===== src/rtl/rx_pkg.sv =====
// Shared definitions for the serial receiver: parity mode codes and
// the helpers that decode them. Assumes a 3-bit mode field.
package rx_pkg;

    typedef enum logic [2:0] {
        PAR_EVEN  = 3'd0,
        PAR_ODD   = 3'd1,
        PAR_SPACE = 3'd2,
        PAR_MARK  = 3'd3,
        PAR_NONE  = 3'd4
    } par_mode_e;

    typedef enum logic [2:0] {
        ST_IDLE,
        ST_START,
        ST_DATA,
        ST_PAR,
        ST_STOP,
        ST_BREAK
    } rx_state_e;

    // True when the mode expects a parity bit after the data.
    function automatic logic par_enabled(input logic [2:0] mode);
        return (mode < 3'(PAR_NONE));
    endfunction

    // Expected parity bit, given the mode and the XOR of all data bits.
    function automatic logic par_expected(input logic [2:0] mode, input logic data_xor);
        logic res;
        case (mode)
            3'(PAR_EVEN):  res = data_xor;
            3'(PAR_ODD):   res = ~data_xor;
            3'(PAR_SPACE): res = 1'b0;
            3'(PAR_MARK):  res = 1'b1;
            default:       res = 1'b0;
        endcase
        return res;
    endfunction

endpackage


===== src/rtl/rx_sync.sv =====
// Two-or-more-flop synchronizer for the asynchronous serial line.
// Assumes the line idles high, so every stage resets to 1.
module rx_sync #(
    parameter int STAGES = 2
) (
    input  logic clk,
    input  logic rst_n,
    input  logic din,
    output logic dout
);

    logic [STAGES-1:0] chain;

    // Shift the raw line through the synchronizer stages.
    always_ff @(posedge clk) begin
        if (!rst_n) chain <= '1;
        else        chain <= {chain[STAGES-2:0], din};
    end

    assign dout = chain[STAGES-1];

endmodule


===== src/rtl/rx_frame.sv =====
// Frame sequencer: finds and confirms the start bit, samples the data
// bits LSB first, the optional parity bit and the stop bit at mid-bit.
// It emits a one-cycle done pulse with the byte and the error results.
// Assumes os_tick pulses OSR times per bit and par_mode is held steady
// for the length of a frame.
module rx_frame
    import rx_pkg::*;
#(
    parameter int DATA_W = 8,
    parameter int OSR    = 16
) (
    input  logic              clk,
    input  logic              rst_n,
    input  logic              os_tick,
    input  logic              rx,
    input  logic [2:0]        par_mode,
    output logic              done,
    output logic [DATA_W-1:0] data,
    output logic              perr,
    output logic              ferr
);

    localparam int CNT_W = $clog2(OSR);
    localparam int BIT_W = (DATA_W > 1) ? $clog2(DATA_W) : 1;
    localparam logic [CNT_W-1:0] MID_CNT  = CNT_W'(OSR / 2 - 1);
    localparam logic [CNT_W-1:0] LAST_CNT = CNT_W'(OSR - 1);
    localparam logic [BIT_W-1:0] LAST_BIT = BIT_W'(DATA_W - 1);

    rx_state_e         state;
    logic [CNT_W-1:0]  cnt;
    logic [BIT_W-1:0]  bitn;
    logic [DATA_W-1:0] shreg;
    logic              pbit;

    // Walk the frame one oversample tick at a time and report the result.
    always_ff @(posedge clk) begin
        if (!rst_n) begin
            state <= ST_IDLE;
            cnt   <= '0;
            bitn  <= '0;
            shreg <= '0;
            pbit  <= 1'b0;
            done  <= 1'b0;
            data  <= '0;
            perr  <= 1'b0;
            ferr  <= 1'b0;
        end else begin
            done <= 1'b0;
            if (os_tick) begin
                case (state)
                    ST_IDLE: begin
                        cnt <= '0;
                        if (!rx) state <= ST_START;
                    end
                    ST_START: begin
                        if (cnt == MID_CNT) begin
                            cnt  <= '0;
                            bitn <= '0;
                            state <= rx ? ST_IDLE : ST_DATA;
                        end else begin
                            cnt <= cnt + 1'b1;
                        end
                    end
                    ST_DATA: begin
                        if (cnt == LAST_CNT) begin
                            cnt   <= '0;
                            shreg <= {rx, shreg[DATA_W-1:1]};
                            if (bitn == LAST_BIT)
                                state <= par_enabled(par_mode) ? ST_PAR : ST_STOP;
                            else
                                bitn <= bitn + 1'b1;
                        end else begin
                            cnt <= cnt + 1'b1;
                        end
                    end
                    ST_PAR: begin
                        if (cnt == LAST_CNT) begin
                            cnt   <= '0;
                            pbit  <= rx;
                            state <= ST_STOP;
                        end else begin
                            cnt <= cnt + 1'b1;
                        end
                    end
                    ST_STOP: begin
                        if (cnt == LAST_CNT) begin
                            cnt   <= '0;
                            done  <= 1'b1;
                            data  <= shreg;
                            ferr  <= ~rx;
                            perr  <= par_enabled(par_mode) &&
                                     (pbit != par_expected(par_mode, ^shreg));
                            state <= rx ? ST_IDLE : ST_BREAK;
                        end else begin
                            cnt <= cnt + 1'b1;
                        end
                    end
                    ST_BREAK: begin
                        if (rx) state <= ST_IDLE;
                    end
                    default: state <= ST_IDLE;
                endcase
            end
        end
    end

endmodule


===== src/rtl/rx_status.sv =====
// Holding register and status flags. Ready is set by a completed frame
// and cleared by a read. The error flags are sticky, set together with
// ready, and cleared only by the clear-status command. A completing
// frame takes priority over a clear in the same cycle.
module rx_status #(
    parameter int DATA_W = 8
) (
    input  logic              clk,
    input  logic              rst_n,
    input  logic              done,
    input  logic [DATA_W-1:0] data_in,
    input  logic              perr_in,
    input  logic              ferr_in,
    input  logic              rd_stb,
    input  logic              clr_err,
    output logic [DATA_W-1:0] data_out,
    output logic              ready,
    output logic              perr,
    output logic              ferr
);

    // Capture the received byte when a frame completes.
    always_ff @(posedge clk) begin
        if (!rst_n)    data_out <= '0;
        else if (done) data_out <= data_in;
    end

    // Ready flag: set on completion, cleared by a read.
    always_ff @(posedge clk) begin
        if (!rst_n)      ready <= 1'b0;
        else if (done)   ready <= 1'b1;
        else if (rd_stb) ready <= 1'b0;
    end

    // Sticky parity-error flag.
    always_ff @(posedge clk) begin
        if (!rst_n)                perr <= 1'b0;
        else if (done && perr_in)  perr <= 1'b1;
        else if (clr_err)          perr <= 1'b0;
    end

    // Sticky framing-error flag.
    always_ff @(posedge clk) begin
        if (!rst_n)                ferr <= 1'b0;
        else if (done && ferr_in)  ferr <= 1'b1;
        else if (clr_err)          ferr <= 1'b0;
    end

endmodule


===== src/rtl/serial_rx_sticky.sv =====
// Top level of the serial receiver: synchronizer, frame sequencer and
// status register in series. Assumes an external 16x sampling enable.
module serial_rx_sticky #(
    parameter int DATA_W    = 8,
    parameter int OSR       = 16,
    parameter int SYNC_STGS = 2
) (
    input  logic              clk,
    input  logic              rst_n,
    input  logic              os_tick,
    input  logic              rx_line,
    input  logic [2:0]        par_mode,
    input  logic              rd_stb,
    input  logic              clr_err,
    output logic [DATA_W-1:0] rx_byte,
    output logic              rx_ready,
    output logic              par_err,
    output logic              frm_err
);

    logic              rx_s;
    logic              frame_done;
    logic [DATA_W-1:0] frame_data;
    logic              frame_perr;
    logic              frame_ferr;

    rx_sync #(.STAGES(SYNC_STGS)) u_sync (
        .clk  (clk),
        .rst_n(rst_n),
        .din  (rx_line),
        .dout (rx_s)
    );

    rx_frame #(.DATA_W(DATA_W), .OSR(OSR)) u_frame (
        .clk     (clk),
        .rst_n   (rst_n),
        .os_tick (os_tick),
        .rx      (rx_s),
        .par_mode(par_mode),
        .done    (frame_done),
        .data    (frame_data),
        .perr    (frame_perr),
        .ferr    (frame_ferr)
    );

    rx_status #(.DATA_W(DATA_W)) u_status (
        .clk     (clk),
        .rst_n   (rst_n),
        .done    (frame_done),
        .data_in (frame_data),
        .perr_in (frame_perr),
        .ferr_in (frame_ferr),
        .rd_stb  (rd_stb),
        .clr_err (clr_err),
        .data_out(rx_byte),
        .ready   (rx_ready),
        .perr    (par_err),
        .ferr    (frm_err)
    );

endmodule


===== config.mk =====
export PLATFORM = sky130hd
export DESIGN_NAME = serial_rx_sticky
export DESIGN_NICKNAME = d
export VERILOG_FILES = /design/src/rtl/rx_pkg.sv /design/src/rtl/rx_sync.sv /design/src/rtl/rx_frame.sv /design/src/rtl/rx_status.sv /design/src/rtl/serial_rx_sticky.sv
export SDC_FILE = /design/constraint.sdc
export NUM_CORES = 1
export LEC_CHECK = 0
export CELL_PAD_IN_SITES_DETAIL_PLACEMENT = 1
export CELL_PAD_IN_SITES_GLOBAL_PLACEMENT = 1
export CORE_MARGIN = 8
export CORE_UTILIZATION = 40
export CTS_CLUSTER_SIZE = 25
export DETAILED_ROUTE_END_ITERATION = 10
export PLACE_DENSITY = 0.81
export SLEW_MARGIN = 20
export SYNTH_ARGS = -nofsm -noshare
export SYNTH_HDL_FRONTEND = slang
export SYNTH_SLANG_ARGS = --single-unit

===== constraint.sdc =====
create_clock -name clk -period 3.3 [get_ports clk]
set_input_delay 0.33 -clock clk [delete_from_list [all_inputs] [get_ports clk]]
set_output_delay 0.33 -clock clk [all_outputs]
set_load 0.005 [all_outputs]

==> results_dict.tcl <==
set metrics [dict create \
    timing_max_transition_violations_final 0 \
    dp_hpwl_mm 3.06 \
    ys.flop_type "dfxtp_1" \
    leakagePower_nw 0.748 \
    switching_share_pct 23.9 \
    hold-path-endpoint "u_sync.chain[1]$_SDFF_PN1_" \
    placementRows 25 \
    final_util_pct 47.4 \
    synth-async-reset-ratio_pct 0 \
    cpPeakStageDelay_ns 0.40 \
    post-cts-setup-buffers 0 \
    nNetsFinal 252 \
    cp.required_ns 3.53 \
    synthXorXnorAreaFrac_pct 4.98 \
    htree_num_levels 2 \
    synth-edff-count 0 \
    hold_ws_ns 0.427 \
    drc 0 \
    ys_warn_count 0 \
    startpoint "u_frame.cnt[0]$_SDFFE_PN0P_" \
    gp_congestion 0.783 \
    vias_per_cell 5.33 \
    muxShareOfSynthArea_pct 9.83 \
    wl_per_cell_um 14.5 \
    cts_root_buf "clkbuf_8" \
    ff2ff_setup_slack_ns 1.20 \
    cts_sinks 43 \
    crit_path_end_kind "flip-flop" \
    synth_area_leaders "dfxtp_1 44%, mux2i_1 9.8%, nor2_1 6.2%" \
    yosysTopAreaCell "dfxtp_1" \
    synth_compound_area_share_pct 10.9 \
    fin_ws_ns 1.20 \
    power_switching_w 0.000216 \
    critical_path_class "reg2reg" \
    start_kind "flip-flop" \
    synth-adder-area-share_pct 1.94 \
    tightest_slew_ns 0.692 \
    r2r_start "u_frame.cnt[0]$_SDFFE_PN0P_" \
    slew_headroom_pct 53.7 \
    die_h_um 85.6 \
    cap_violations 0 \
    grt_pass1_vias 1599 \
    cts_buffers 5 \
    clkPwrFrac_pct 37.3 \
    synth_most_common_cell "dfxtp_1" \
    die_area_um2 7320 \
    hp-start "u_sync.chain[0]$_SDFF_PN1_" \
    ir_drop_mv 0.228 \
    pre_cts_ws_ns 0.910 \
    yosys.cell_types.count 42 \
    multi_input_area_um2 986 \
    tns_ns 0 \
    final-hold-violation-count 0 \
    status "complete, no violations" \
    die_w_um 85.6 \
    cp.arrival_ns 2.33 \
    grt_usage_pct 12.8 \
    grt_pass1_wl_mm 7.52 \
    num_io_pins 20 \
    setup_viol 0 \
    cts_tree "built" \
    synth_top_area_share_pct 44.5 \
    yosys_register_bits 43 \
    synthSimpleGateAreaFrac_pct 23.3 \
    cp_slowest_cell "nor4_1" \
    avgSynthCellArea_um2 8.56 \
    ctsHoldBuffers 0 \
    hold_path_class "reg2reg" \
    pwr-share-comb_pct 4.4 \
    drt_iter0_markers 85 \
    start_util_pct 41.3 \
    vias 1573 \
    syn_area_um2 1940 \
    post_cts_resized 0 \
    ant_nets 0 \
    hold_path_depth 1 \
    grt_max_degree 40 \
    grt_overflow_total 0 \
    routed_wl_mm 4.27 \
    synth_top_family_by_area "simple AND/OR/NAND/NOR gates" \
    intPower_w 0.000686 \
    io_buffer_count 19 \
    cts_max_path_buffers 2 \
    final.min_clock_period_ns 2.10 \
    coreArea_um2 4690 \
    clk_pin_slew_worst_paths_ns 0.08 \
    fin_crit_sh_pct 63.7 \
    power_frac_seq_pct 58.4 \
    drt_pre_antenna_iters 4 \
    area_growth_syn_to_layout_pct 14.9 \
    finalPower_w 0.000902 \
    synthTopCellsByCount "43 x dfxtp_1, 32 x nor2_1, 31 x nand2_1, 19 x mux2i_1, 17 x a21oi_1" \
    diodes 0 \
    synthCells 226 \
    syn_nets 238 \
    insertion_delay_ns 0.30 \
    seqCellArea_um2 861 \
    ff2ff_path_depth 6 \
    max_freq_mhz 476 \
    grt_antenna_before_repair 0 \
    yosysSeqAreaShare_pct 44.5 \
    drive_gt1_share_pct 4.98 \
    skew_ns 0.00310 \
    p_per_area_nw_per_um2 405 \
    fillers 559 \
    rsz0062_at_grt "false" \
    worstReg2RegEnd "u_frame.perr$_SDFFE_PN0P_" \
    cp_cell_sequence "ha_1 -> and4_1 -> nand3_1 -> nor4_1 -> mux2i_1 -> a31oi_1" \
    critPathMaxFanout 12 \
]
## layout make-up
class                           instances  share of cell area (%)
Timing Repair Buffer                   20                    8.89
Clock inverter                          3                   0.900
Clock buffer                            5                    3.10
Sequential cell                        43                    38.7
Inverter                                6                    1.01
Multi-Input combinational cell        164                    44.3
Tap cell                               54                    3.04
## cell families (layout without fill, tap and decap cells)
family,after synthesis,in the layout
and+or+nand+nor,95,95
DFF,43,43
AOI/OAI and AO/OA,36,36
muxes,19,19
buffers and inverters,19,34
xor gates and xnor gates,11,11
adders and majority gates,3,3
## registers in the layout, indices dropped and copies added, names as in the netlist
name / count
u_frame.cnt: 4
u_frame.pbit: 1
u_sync.chain: 2
u_frame.perr: 1
u_frame.ferr: 1
u_frame.done: 1
u_status.ferr: 1
u_frame.state: 3
u_frame.shreg: 8
u_status.data_out: 8
u_status.ready: 1
u_frame.bitn: 3
u_frame.data: 8
u_status.perr: 1
## power by group through the flow
stage | Combinational, W | Clock (W) | Sequential [W]
2_1_floorplan | 0.0000251 | 0 | 0.000535
3_3_place_gp | 0.0000393 | 0 | 0.000538
3_5_place_dp | 0.0000400 | 0 | 0.000538
4_1_cts | 0.0000403 | 0.000350 | 0.000526
5_1_grt | 0.0000445 | 0.000369 | 0.000527
6_report | 0.0000395 | 0.000336 | 0.000526
## per-layer routing
layer	global-route usage, %	up-vias	share of wire (%)
met4	6.05	0	1.5
li1	-	792	-
met1	15.6	754	48
met3	4.39	6	4.1
met2	19.7	21	46
met5	0	-	0
## worst max-delay path by stage
stage                     slack [ns]  cells after the start                           end
final                           1.20                      6     u_frame.perr$_SDFFE_PN0P_
after global placement          1.07                      6     u_frame.perr$_SDFFE_PN0P_
after global routing            1.05                      6     u_frame.perr$_SDFFE_PN0P_
after detailed placement        0.91                      6     u_frame.perr$_SDFFE_PN0P_
after floorplan                 1.55                      7  u_frame.bitn[0]$_SDFFE_PN0P_
after CTS                       1.18                      6     u_frame.perr$_SDFFE_PN0P_
## cells in the final DEF (no fill, tap or decap), types with 2 or more instances in the layout
master           synthesis  routed
dfxtp_1                 43      43
nor2_1                  32      32
nand2_1                 31      31
mux2i_1                 19      19
clkdlybuf4s50_1          0      19
a21oi_1                 17      17
xnor2_1                  7       7
nand3_1                  6       6
inv_1                    5       5
clkbuf_8                 0       5
nor3b_1                  4       4
xor2_1                   4       4
o21ai_1                  3       3
nor2b_1                  3       3
o21ai_0                  3       3
a31oi_1                  3       3
nand2b_1                 3       3
ha_1                     3       3
a21boi_1                 2       2
or3_1                    2       2
nand4b_1                 2       2
a22oi_1                  2       2
nor3_1                   2       2
o22ai_1                  2       2
clkinvlp_4               0       2
## stage by stage
stage,cells,instance area (um2)
floorplan,226,1940
global placement,287,2130
detailed placement,287,2130
CTS,295,2220
global route,295,2220
finish,295,2220
## critical path, delay by kind of cell (launching register included)
family	cells	cell delay [ns]
simple gates	3	1.02
mux	1	0.13
fa+ha+maj	1	0.34
compound gates	1	0.16
flops	1	0.39
Note: power is estimated with default switching activity, not from simulation.
